`src/rtl/wdog_pkg.sv`:
```
package wdog_pkg;
  // byte offsets
  localparam int A_COUNT   = 0;
  localparam int A_RELOAD  = 4;
  localparam int A_KICK    = 8;
  localparam int A_CTRL    = 12;
  localparam int A_STATUS  = 16;
  localparam int A_CLEAR   = 20;

  localparam logic [31:0] KICK_KEY = 32'h0000_4755;

  // control bit positions
  localparam int C_EN      = 0;
  localparam int C_SYS     = 1;
  localparam int C_PRE     = 2;
  localparam int C_EXT     = 3;
  localparam int C_TSEL    = 4;
  localparam int C_MODE_LO = 5;
  localparam int C_BOOT    = 7;
  localparam int THR_LSB   = 10;

  // status bit positions
  localparam int S_TMO     = 0;
  localparam int S_BOOT    = 1;
  localparam int S_PRE     = 2;
  localparam int ST_W      = 3;
endpackage

```
`src/rtl/wdog_regfile.sv`:
```
module wdog_regfile
  import wdog_pkg::*;
#(
  parameter int          DATA_W     = 32,
  parameter int          ADDR_W     = 5,
  parameter logic [31:0] RELOAD_RST = 32'h01E8_4800
) (
  input  logic              clk,
  input  logic              rst,
  input  logic              wr_en_i,
  input  logic [ADDR_W-1:0] addr_i,
  input  logic [DATA_W-1:0] wdata_i,
  input  logic [DATA_W-1:0] count_i,
  input  logic [ST_W-1:0]   status_i,
  output logic [DATA_W-1:0] reload_o,
  output logic [DATA_W-1:0] ctrl_o,
  output logic              kick_o,
  output logic              clear_o,
  output logic [DATA_W-1:0] rdata_o
);
  localparam logic [ADDR_W-1:0] AD_COUNT  = ADDR_W'(A_COUNT);
  localparam logic [ADDR_W-1:0] AD_RELOAD = ADDR_W'(A_RELOAD);
  localparam logic [ADDR_W-1:0] AD_KICK   = ADDR_W'(A_KICK);
  localparam logic [ADDR_W-1:0] AD_CTRL   = ADDR_W'(A_CTRL);
  localparam logic [ADDR_W-1:0] AD_STATUS = ADDR_W'(A_STATUS);
  localparam logic [ADDR_W-1:0] AD_CLEAR  = ADDR_W'(A_CLEAR);

  assign kick_o  = wr_en_i && (addr_i == AD_KICK) && (wdata_i == DATA_W'(KICK_KEY));
  assign clear_o = wr_en_i && (addr_i == AD_CLEAR) && wdata_i[0];

  always_ff @(posedge clk) begin
    if (rst) begin
      reload_o <= DATA_W'(RELOAD_RST);
      ctrl_o   <= '0;
    end else if (wr_en_i) begin
      if (addr_i == AD_RELOAD) reload_o <= wdata_i;
      if (addr_i == AD_CTRL)   ctrl_o   <= wdata_i;
    end
  end

  always_ff @(posedge clk) begin
    if (rst) begin
      rdata_o <= '0;
    end else begin
      case (addr_i)
        AD_COUNT:  rdata_o <= count_i;
        AD_RELOAD: rdata_o <= reload_o;
        AD_CTRL:   rdata_o <= ctrl_o;
        AD_STATUS: rdata_o <= DATA_W'(status_i);
        default:   rdata_o <= '0;
      endcase
    end
  end
endmodule

```
`src/rtl/wdog_counter.sv`:
```
module wdog_counter
  import wdog_pkg::*;
#(
  parameter int          DATA_W     = 32,
  parameter logic [31:0] RELOAD_RST = 32'h01E8_4800
) (
  input  logic                     clk,
  input  logic                     rst,
  input  logic                     tick_i,
  input  logic                     en_i,
  input  logic                     tsel_i,
  input  logic                     sys_en_i,
  input  logic                     ext_en_i,
  input  logic                     pre_en_i,
  input  logic [DATA_W-THR_LSB-1:0] thr_i,
  input  logic [DATA_W-1:0]        reload_i,
  input  logic                     kick_i,
  output logic [DATA_W-1:0]        count_o,
  output logic                     expire_o,
  output logic                     pre_hit_o,
  output logic                     rst_req_o,
  output logic                     ext_pulse_o
);
  logic              step;
  logic              at_zero;
  logic [DATA_W-1:0] dec;
  logic [DATA_W-1:0] thr_val;

  assign step      = en_i && (tsel_i ? tick_i : 1'b1);
  assign at_zero   = (count_o == '0);
  assign dec       = count_o - 1'b1;
  assign thr_val   = {thr_i, {THR_LSB{1'b0}}};
  assign expire_o  = step && !kick_i && at_zero;
  assign pre_hit_o = step && !kick_i && !at_zero && pre_en_i && (dec == thr_val);

  always_ff @(posedge clk) begin
    if (rst) begin
      count_o <= DATA_W'(RELOAD_RST);
    end else if (kick_i || expire_o) begin
      count_o <= reload_i;
    end else if (step) begin
      count_o <= dec;
    end
  end

  always_ff @(posedge clk) begin
    if (rst) begin
      rst_req_o   <= 1'b0;
      ext_pulse_o <= 1'b0;
    end else begin
      rst_req_o   <= expire_o && sys_en_i;
      ext_pulse_o <= expire_o && ext_en_i;
    end
  end


  kick_load_chk: assert property (@(posedge clk) disable iff (rst)
    kick_i |=> (count_o == $past(reload_i)));


  freeze_chk: assert property (@(posedge clk) disable iff (rst)
    (!kick_i && !en_i) |=> (count_o == $past(count_o)));


  rst_gate_chk: assert property (@(posedge clk) disable iff (rst)
    rst_req_o |-> $past(sys_en_i));
endmodule

```
`src/rtl/wdog_status.sv`:
```
module wdog_status
  import wdog_pkg::*;
(
  input  logic            clk,
  input  logic            rst,
  input  logic            expire_i,
  input  logic            boot_en_i,
  input  logic            pre_hit_i,
  input  logic            clear_i,
  output logic [ST_W-1:0] st_o
);
  logic [ST_W-1:0] set_v;

  always_comb begin
    set_v         = '0;
    set_v[S_TMO]  = expire_i;
    set_v[S_BOOT] = expire_i && boot_en_i;
    set_v[S_PRE]  = pre_hit_i;
  end

  always_ff @(posedge clk) begin
    if (rst) st_o <= '0;
    else     st_o <= (clear_i ? '0 : st_o) | set_v;
  end


  sticky_chk: assert property (@(posedge clk) disable iff (rst)
    (|($past(st_o) & ~st_o)) |-> $past(clear_i));
endmodule

```
`src/rtl/wdog_timer.sv`:
```
module wdog_timer
  import wdog_pkg::*;
#(
  parameter int          DATA_W     = 32,
  parameter int          ADDR_W     = 5,
  parameter logic [31:0] RELOAD_RST = 32'h01E8_4800
) (
  input  logic              clk,
  input  logic              rst,
  input  logic              tick_1us,
  input  logic              wr_en,
  input  logic [ADDR_W-1:0] addr,
  input  logic [DATA_W-1:0] wdata,
  output logic [DATA_W-1:0] rdata,
  output logic              rst_req,
  output logic [1:0]        rst_mode,
  output logic              irq,
  output logic              ext_pulse,
  output logic              boot_alt
);
  logic [DATA_W-1:0] reload;
  logic [DATA_W-1:0] ctrl;
  logic [DATA_W-1:0] count;
  logic [ST_W-1:0]   status;
  logic              kick;
  logic              clear;
  logic              expire;
  logic              pre_hit;

  wdog_regfile #(.DATA_W(DATA_W), .ADDR_W(ADDR_W), .RELOAD_RST(RELOAD_RST)) u_regs (
    .clk      (clk),
    .rst      (rst),
    .wr_en_i  (wr_en),
    .addr_i   (addr),
    .wdata_i  (wdata),
    .count_i  (count),
    .status_i (status),
    .reload_o (reload),
    .ctrl_o   (ctrl),
    .kick_o   (kick),
    .clear_o  (clear),
    .rdata_o  (rdata)
  );

  wdog_counter #(.DATA_W(DATA_W), .RELOAD_RST(RELOAD_RST)) u_cnt (
    .clk         (clk),
    .rst         (rst),
    .tick_i      (tick_1us),
    .en_i        (ctrl[C_EN]),
    .tsel_i      (ctrl[C_TSEL]),
    .sys_en_i    (ctrl[C_SYS]),
    .ext_en_i    (ctrl[C_EXT]),
    .pre_en_i    (ctrl[C_PRE]),
    .thr_i       (ctrl[DATA_W-1:THR_LSB]),
    .reload_i    (reload),
    .kick_i      (kick),
    .count_o     (count),
    .expire_o    (expire),
    .pre_hit_o   (pre_hit),
    .rst_req_o   (rst_req),
    .ext_pulse_o (ext_pulse)
  );

  wdog_status u_stat (
    .clk       (clk),
    .rst       (rst),
    .expire_i  (expire),
    .boot_en_i (ctrl[C_BOOT]),
    .pre_hit_i (pre_hit),
    .clear_i   (clear),
    .st_o      (status)
  );

  assign rst_mode = ctrl[C_MODE_LO+1:C_MODE_LO];
  assign irq      = status[S_PRE];
  assign boot_alt = status[S_BOOT];


  irq_gate_chk: assert property (@(posedge clk) disable iff (rst)
    $rose(irq) |-> $past(ctrl[C_PRE]));


  ext_gate_chk: assert property (@(posedge clk) disable iff (rst)
    ext_pulse |-> $past(ctrl[C_EXT]));
endmodule

```
`config.mk`:
```
export PLATFORM = sky130hd
export DESIGN_NAME = wdog_timer
export DESIGN_NICKNAME = d
export VERILOG_FILES = /design/src/rtl/wdog_pkg.sv /design/src/rtl/wdog_regfile.sv /design/src/rtl/wdog_counter.sv /design/src/rtl/wdog_status.sv /design/src/rtl/wdog_timer.sv
export SDC_FILE = /design/constraint.sdc
export NUM_CORES = 1
export LEC_CHECK = 0
export ABC_AREA = 1
export CAP_MARGIN = 20
export CORE_AREA = 5 5 125 127
export CTS_CLUSTER_DIAMETER = 150
export DETAILED_ROUTE_END_ITERATION = 10
export DIE_AREA = 0 0 130 132
export HOLD_SLACK_MARGIN = 0.03
export PLACE_DENSITY = 0.71
export SKIP_CTS_REPAIR_TIMING = 1
export SYNTH_ARGS = -nofsm -noshare
export SYNTH_HDL_FRONTEND = slang
export SYNTH_SLANG_ARGS = --single-unit
```
`constraint.sdc`:
```
create_clock -name clk -period 3.55 [get_ports clk]
set_input_delay 0.71 -clock clk [delete_from_list [all_inputs] [get_ports clk]]
set_output_delay 0.71 -clock clk [all_outputs]
set_load 0.02 [all_outputs]
```
==> metrics.txt <==
# TYPE chip_impl_metric gauge
chip_impl_metric{name="timing_hold_violations_final",unit=""} 0
chip_impl_metric{name="cp.arrival",unit="ps"} 3110
chip_impl_metric{name="dpl.hpwl",unit="microns"} 17400
chip_impl_metric{name="finalCoreUtilization",unit="%"} 60.3
chip_impl_metric{name="flip_flop_and_latch_count_after_synthesis",unit=""} 133
chip_impl_metric{name="clock_tree.htree_level_count",unit=""} 4
chip_impl_metric{name="remaining_drc_errors",unit=""} 0
chip_impl_metric{name="maxSlewHeadroom",unit="%"} 55.3
chip_impl_metric{name="drtIter0Drc",unit=""} 901
chip_impl_metric{name="yosysUniqueCellTypes",unit=""} 37
chip_impl_metric{name="nNetsFinal",unit=""} 1177
chip_impl_info{name="cts-root-buf",value="sky130_fd_sc_hd__clkbuf_16"} 1
chip_impl_metric{name="placement_rows",unit=""} 44
chip_impl_metric{name="gr-usage-all-layers",unit="%"} 27.4
chip_impl_metric{name="postLayoutCellArea",unit="sq um"} 8630
chip_impl_metric{name="design.core.area",unit="sq um"} 14300
chip_impl_metric{name="finalWeightedCongestion",unit=""} 0.982
chip_impl_info{name="synth_ff_type",value="sky130_fd_sc_hd__dfxtp_1"} 1
chip_impl_metric{name="route.vias.total",unit=""} 7370
chip_impl_info{name="tritoncts",value="yes"} 1
chip_impl_metric{name="synth_cells",unit=""} 1061
chip_impl_info{name="crit_family",value="simple AND/OR/NAND/NOR gates"} 1
chip_impl_metric{name="post-route-period-util",unit="%"} 78.6
chip_impl_metric{name="initial_utilization",unit="%"} 49.0
chip_impl_metric{name="totalPowerFinal",unit="mW"} 3.65
chip_impl_info{name="worst_hold_startpoint",value="u_regs.ctrl_o[3]"} 1
chip_impl_metric{name="cp.buffers_inverters",unit=""} 4
chip_impl_metric{name="setup_viol",unit=""} 0
chip_impl_metric{name="ioPinCount",unit=""} 79
chip_impl_metric{name="worst_setup_hold_path_clk_slew",unit="ps"} 60
chip_impl_metric{name="power_leakage",unit="nW"} 3.93
chip_impl_metric{name="tritoncts_num_sinks",unit=""} 133
chip_impl_info{name="status",value="completed"} 1
chip_impl_metric{name="finalWirelength",unit="microns"} 23400
chip_impl_metric{name="met2_layer_usage_reported_by_global_route",unit="%"} 41.9
chip_impl_info{name="cpMostUsedCell",value="sky130_fd_sc_hd__nor2_1"} 1
chip_impl_metric{name="critPathMaxFanout",unit=""} 22
chip_impl_metric{name="final_layout_size_suffix_gt1_share",unit="%"} 7.77
chip_impl_metric{name="buffer_ports.inserted",unit=""} 78
chip_impl_metric{name="ant_nets",unit=""} 0
chip_impl_info{name="worst_path_max_delay_cell",value="sky130_fd_sc_hd__clkdlybuf4s50_1"} 1
chip_impl_metric{name="setup_total_negative_slack",unit="ps"} 0
chip_impl_metric{name="via_per_inst",unit=""} 5.54
chip_impl_metric{name="dp_slack",unit="ps"} 469
chip_impl_info{name="min-delay-path-class",value="reg2reg"} 1
chip_impl_metric{name="grt_first_pass_wirelength",unit="microns"} 36600
chip_impl_metric{name="die-width",unit="microns"} 130
chip_impl_info{name="layout_commonest_cell",value="sky130_fd_sc_hd__nand2_1"} 1
chip_impl_metric{name="gr-usage-met3",unit="%"} 6.08
chip_impl_metric{name="fin_worst_skew",unit="ps"} 7.30
chip_impl_metric{name="maximum_number_of_pins_on_one_net_before_global_route_repair",unit=""} 47
chip_impl_info{name="crit_chain",value="clkdlybuf4s50_1, inv_1, nor2_1, nand2_1, nor2_1, nand3_1, nor2_1, nor2_1, nand2_4, nand2_4, inv_2, nand2_1, nand3_1, o21ai_0, nand2_1, inv_1"} 1
chip_impl_metric{name="reg2reg_setup_slack",unit="ps"} 950
chip_impl_metric{name="worstRegToRegCells",unit=""} 12
chip_impl_info{name="rsz0062_at_grt",value="no"} 1
chip_impl_metric{name="maximum_clock_insertion_buffer_count",unit=""} 2
chip_impl_metric{name="yosysWarnings",unit=""} 0
chip_impl_metric{name="grt_util_met1",unit="%"} 37.1
chip_impl_metric{name="antenna_violations_before_repair",unit=""} 0
chip_impl_metric{name="post-route-worst-setup-slack",unit="ps"} 760
chip_impl_metric{name="drt_pass1_iterations",unit=""} 6
chip_impl_metric{name="worst-endpoint-required",unit="ps"} 3870
chip_impl_metric{name="grt_pass1_vias",unit=""} 6861
chip_impl_metric{name="syn-cell-area",unit="sq um"} 7020
chip_impl_info{name="layout_common_cells",value="sky130_fd_sc_hd__nand2_1 (254), sky130_fd_sc_hd__inv_1 (136), sky130_fd_sc_hd__dfxtp_1 (133), sky130_fd_sc_hd__nor2_1 (121), sky130_fd_sc_hd__o21ai_0 (90)"} 1
chip_impl_metric{name="diodes_inserted",unit=""} 0
chip_impl_metric{name="critical_path.max_stage_delay",unit="ps"} 510
chip_impl_info{name="cp-startpoint",value="wdata[14]"} 1
chip_impl_metric{name="area_delta_synth_final",unit="%"} 22.9
chip_impl_metric{name="tritoncts.num_buffers",unit=""} 17
chip_impl_metric{name="timing.fmax",unit="MHz"} 358
chip_impl_metric{name="die-height",unit="microns"} 132
chip_impl_info{name="setup_crit_end_kind",value="flop"} 1
chip_impl_metric{name="final_max_slew_viol_count",unit=""} 0
chip_impl_info{name="min_to",value="u_cnt.ext_pulse_o"} 1
chip_impl_metric{name="synth_edf_count",unit=""} 0
chip_impl_metric{name="num-fill-cells",unit=""} 1375
chip_impl_metric{name="placedCellCount",unit=""} 1298
chip_impl_metric{name="grt_remaining_overflow",unit=""} 0
chip_impl_metric{name="synthesis.nets",unit=""} 1105
chip_impl_metric{name="period_minus_slack",unit="ps"} 2790
chip_impl_info{name="grt_most_used_layer",value="met2"} 1
chip_impl_metric{name="synth_sequential_area_ratio",unit="%"} 37.9
chip_impl_metric{name="dpl_cell_area",unit="sq um"} 8010
chip_impl_info{name="start_kind",value="input pin"} 1
chip_impl_metric{name="worst_slew_pin_slew",unit="ps"} 669
chip_impl_metric{name="synth_async_sr_flop_share",unit="%"} 0
chip_impl_info{name="timing.rr.start",value="u_cnt.count_o[0]"} 1
chip_impl_metric{name="max_cap_viol_count",unit=""} 0
chip_impl_metric{name="synthesis.area_per_instance",unit="sq um"} 6.61
chip_impl_metric{name="fin_hold_ws",unit="ps"} 480
chip_impl_info{name="critical_path.reg2reg.endpoint",value="u_stat.st_o[2]"} 1
chip_impl_metric{name="clkLatencyLatePin",unit="ps"} 420
chip_impl_metric{name="irDropWorstVdd",unit="uV"} 304
chip_impl_metric{name="finalNonFillerCells",unit=""} 1330
chip_impl_metric{name="whs_path_depth",unit=""} 2
chip_impl_info{name="crit_type",value="in2reg"} 1
chip_impl_metric{name="routedWlPerCell",unit="microns"} 17.6
chip_impl_metric{name="power.density",unit="nW/um^2"} 423
chip_impl_metric{name="die_area",unit="sq um"} 17200
-- tightest hold or removal path, cell delays in order, from the launching register on --
cell and delay, ps:
sky130_fd_sc_hd__dfxtp_1 320, sky130_fd_sc_hd__nand2_1 60, sky130_fd_sc_hd__nor2_1 50
-- state kept, by name (all words and copies together) (netlist names) --
signal             flops
u_cnt.count_o         32
u_regs.ctrl_o         32
u_regs.rdata_o        32
u_regs.reload_o       32
u_stat.st_o            3
u_cnt.ext_pulse_o      1
u_cnt.rst_req_o        1
-- Yosys cell counts, types with 2 or more instances --
master,count,share of area [%]
sky130_fd_sc_hd__o21ai_1,3,0.21
sky130_fd_sc_hd__ha_1,3,0.54
sky130_fd_sc_hd__buf_2,14,1.0
sky130_fd_sc_hd__o211ai_1,30,3.2
sky130_fd_sc_hd__clkbuf_1,20,1.1
sky130_fd_sc_hd__inv_1,137,7.3
sky130_fd_sc_hd__a221oi_1,3,0.37
sky130_fd_sc_hd__o22ai_1,4,0.36
sky130_fd_sc_hd__buf_6,3,0.48
sky130_fd_sc_hd__o21ai_0,90,6.4
sky130_fd_sc_hd__dfxtp_1,133,38
sky130_fd_sc_hd__nand2_4,4,0.64
sky130_fd_sc_hd__nand3b_1,2,0.21
sky130_fd_sc_hd__nor4_1,2,0.18
sky130_fd_sc_hd__inv_2,3,0.16
sky130_fd_sc_hd__nand4_1,15,1.3
sky130_fd_sc_hd__nand2_2,5,0.45
sky130_fd_sc_hd__nand2_1,254,14
sky130_fd_sc_hd__nor2_2,12,1.1
sky130_fd_sc_hd__nand3_1,70,5.0
sky130_fd_sc_hd__nor3_1,3,0.21
sky130_fd_sc_hd__nor2_1,123,6.6
sky130_fd_sc_hd__xor2_1,6,0.75
sky130_fd_sc_hd__nor2_4,3,0.48
sky130_fd_sc_hd__a21oi_1,79,5.6
sky130_fd_sc_hd__buf_4,4,0.43
sky130_fd_sc_hd__buf_1,7,0.37
sky130_fd_sc_hd__o21ai_2,2,0.25
sky130_fd_sc_hd__o221ai_1,19,2.4
-- how the worst max path moves through the flow --
stage | to | slack, ps | cells past startpoint
after floorplan | u_cnt.count_o[13] | 1530 | 9
after global placement | u_cnt.count_o[1] | 520 | 16
after detailed placement | u_cnt.count_o[1] | 470 | 16
after CTS | u_cnt.count_o[1] | 870 | 16
after global routing | u_cnt.count_o[1] | 630 | 16
final | u_cnt.count_o[1] | 760 | 16
-- routing by layer --
metal / wire length, microns / vias up
met2: 10500 / 365
met4: 859 / 0
met1: 9840 / 3329
li1: - / 3621
met5: 0 / -
met3: 2240 / 55
-- logic make-up after synthesis --
group,count (synthesis),synth area share (%)
adders and majority gates,3,0.535
xor gates and xnor gates,7,1.07
AOI/OAI and AO/OA,235,19.5
DFF,133,37.9
and+or+nand+nor,494,30.0
buffers and inverters,189,10.9
-- final cells by class --
cell class	instances	area, sq um	area share, %
clock buffers	22	474	5.50
clock inverters	10	145	1.68
inverters	141	529	6.13
multi-input cells	739	3590	41.7
flip-flops and latches	133	2660	30.9
well taps	184	230	2.67
repair buffers	101	991	11.5
-- report_power, final --
| part | internal, mW | total (mW) | switching [mW] | leakage, nW |
|---|---|---|---|---|
| clock | 1.16 | 1.85 | 0.681 | 0.297 |
| combinational | 0.105 | 0.275 | 0.170 | 2.56 |
| sequential | 1.51 | 1.53 | 0.0168 | 1.07 |
| total | 2.78 | 3.65 | 0.868 | 3.93 |
Note: power is estimated with default switching activity, not from simulation.
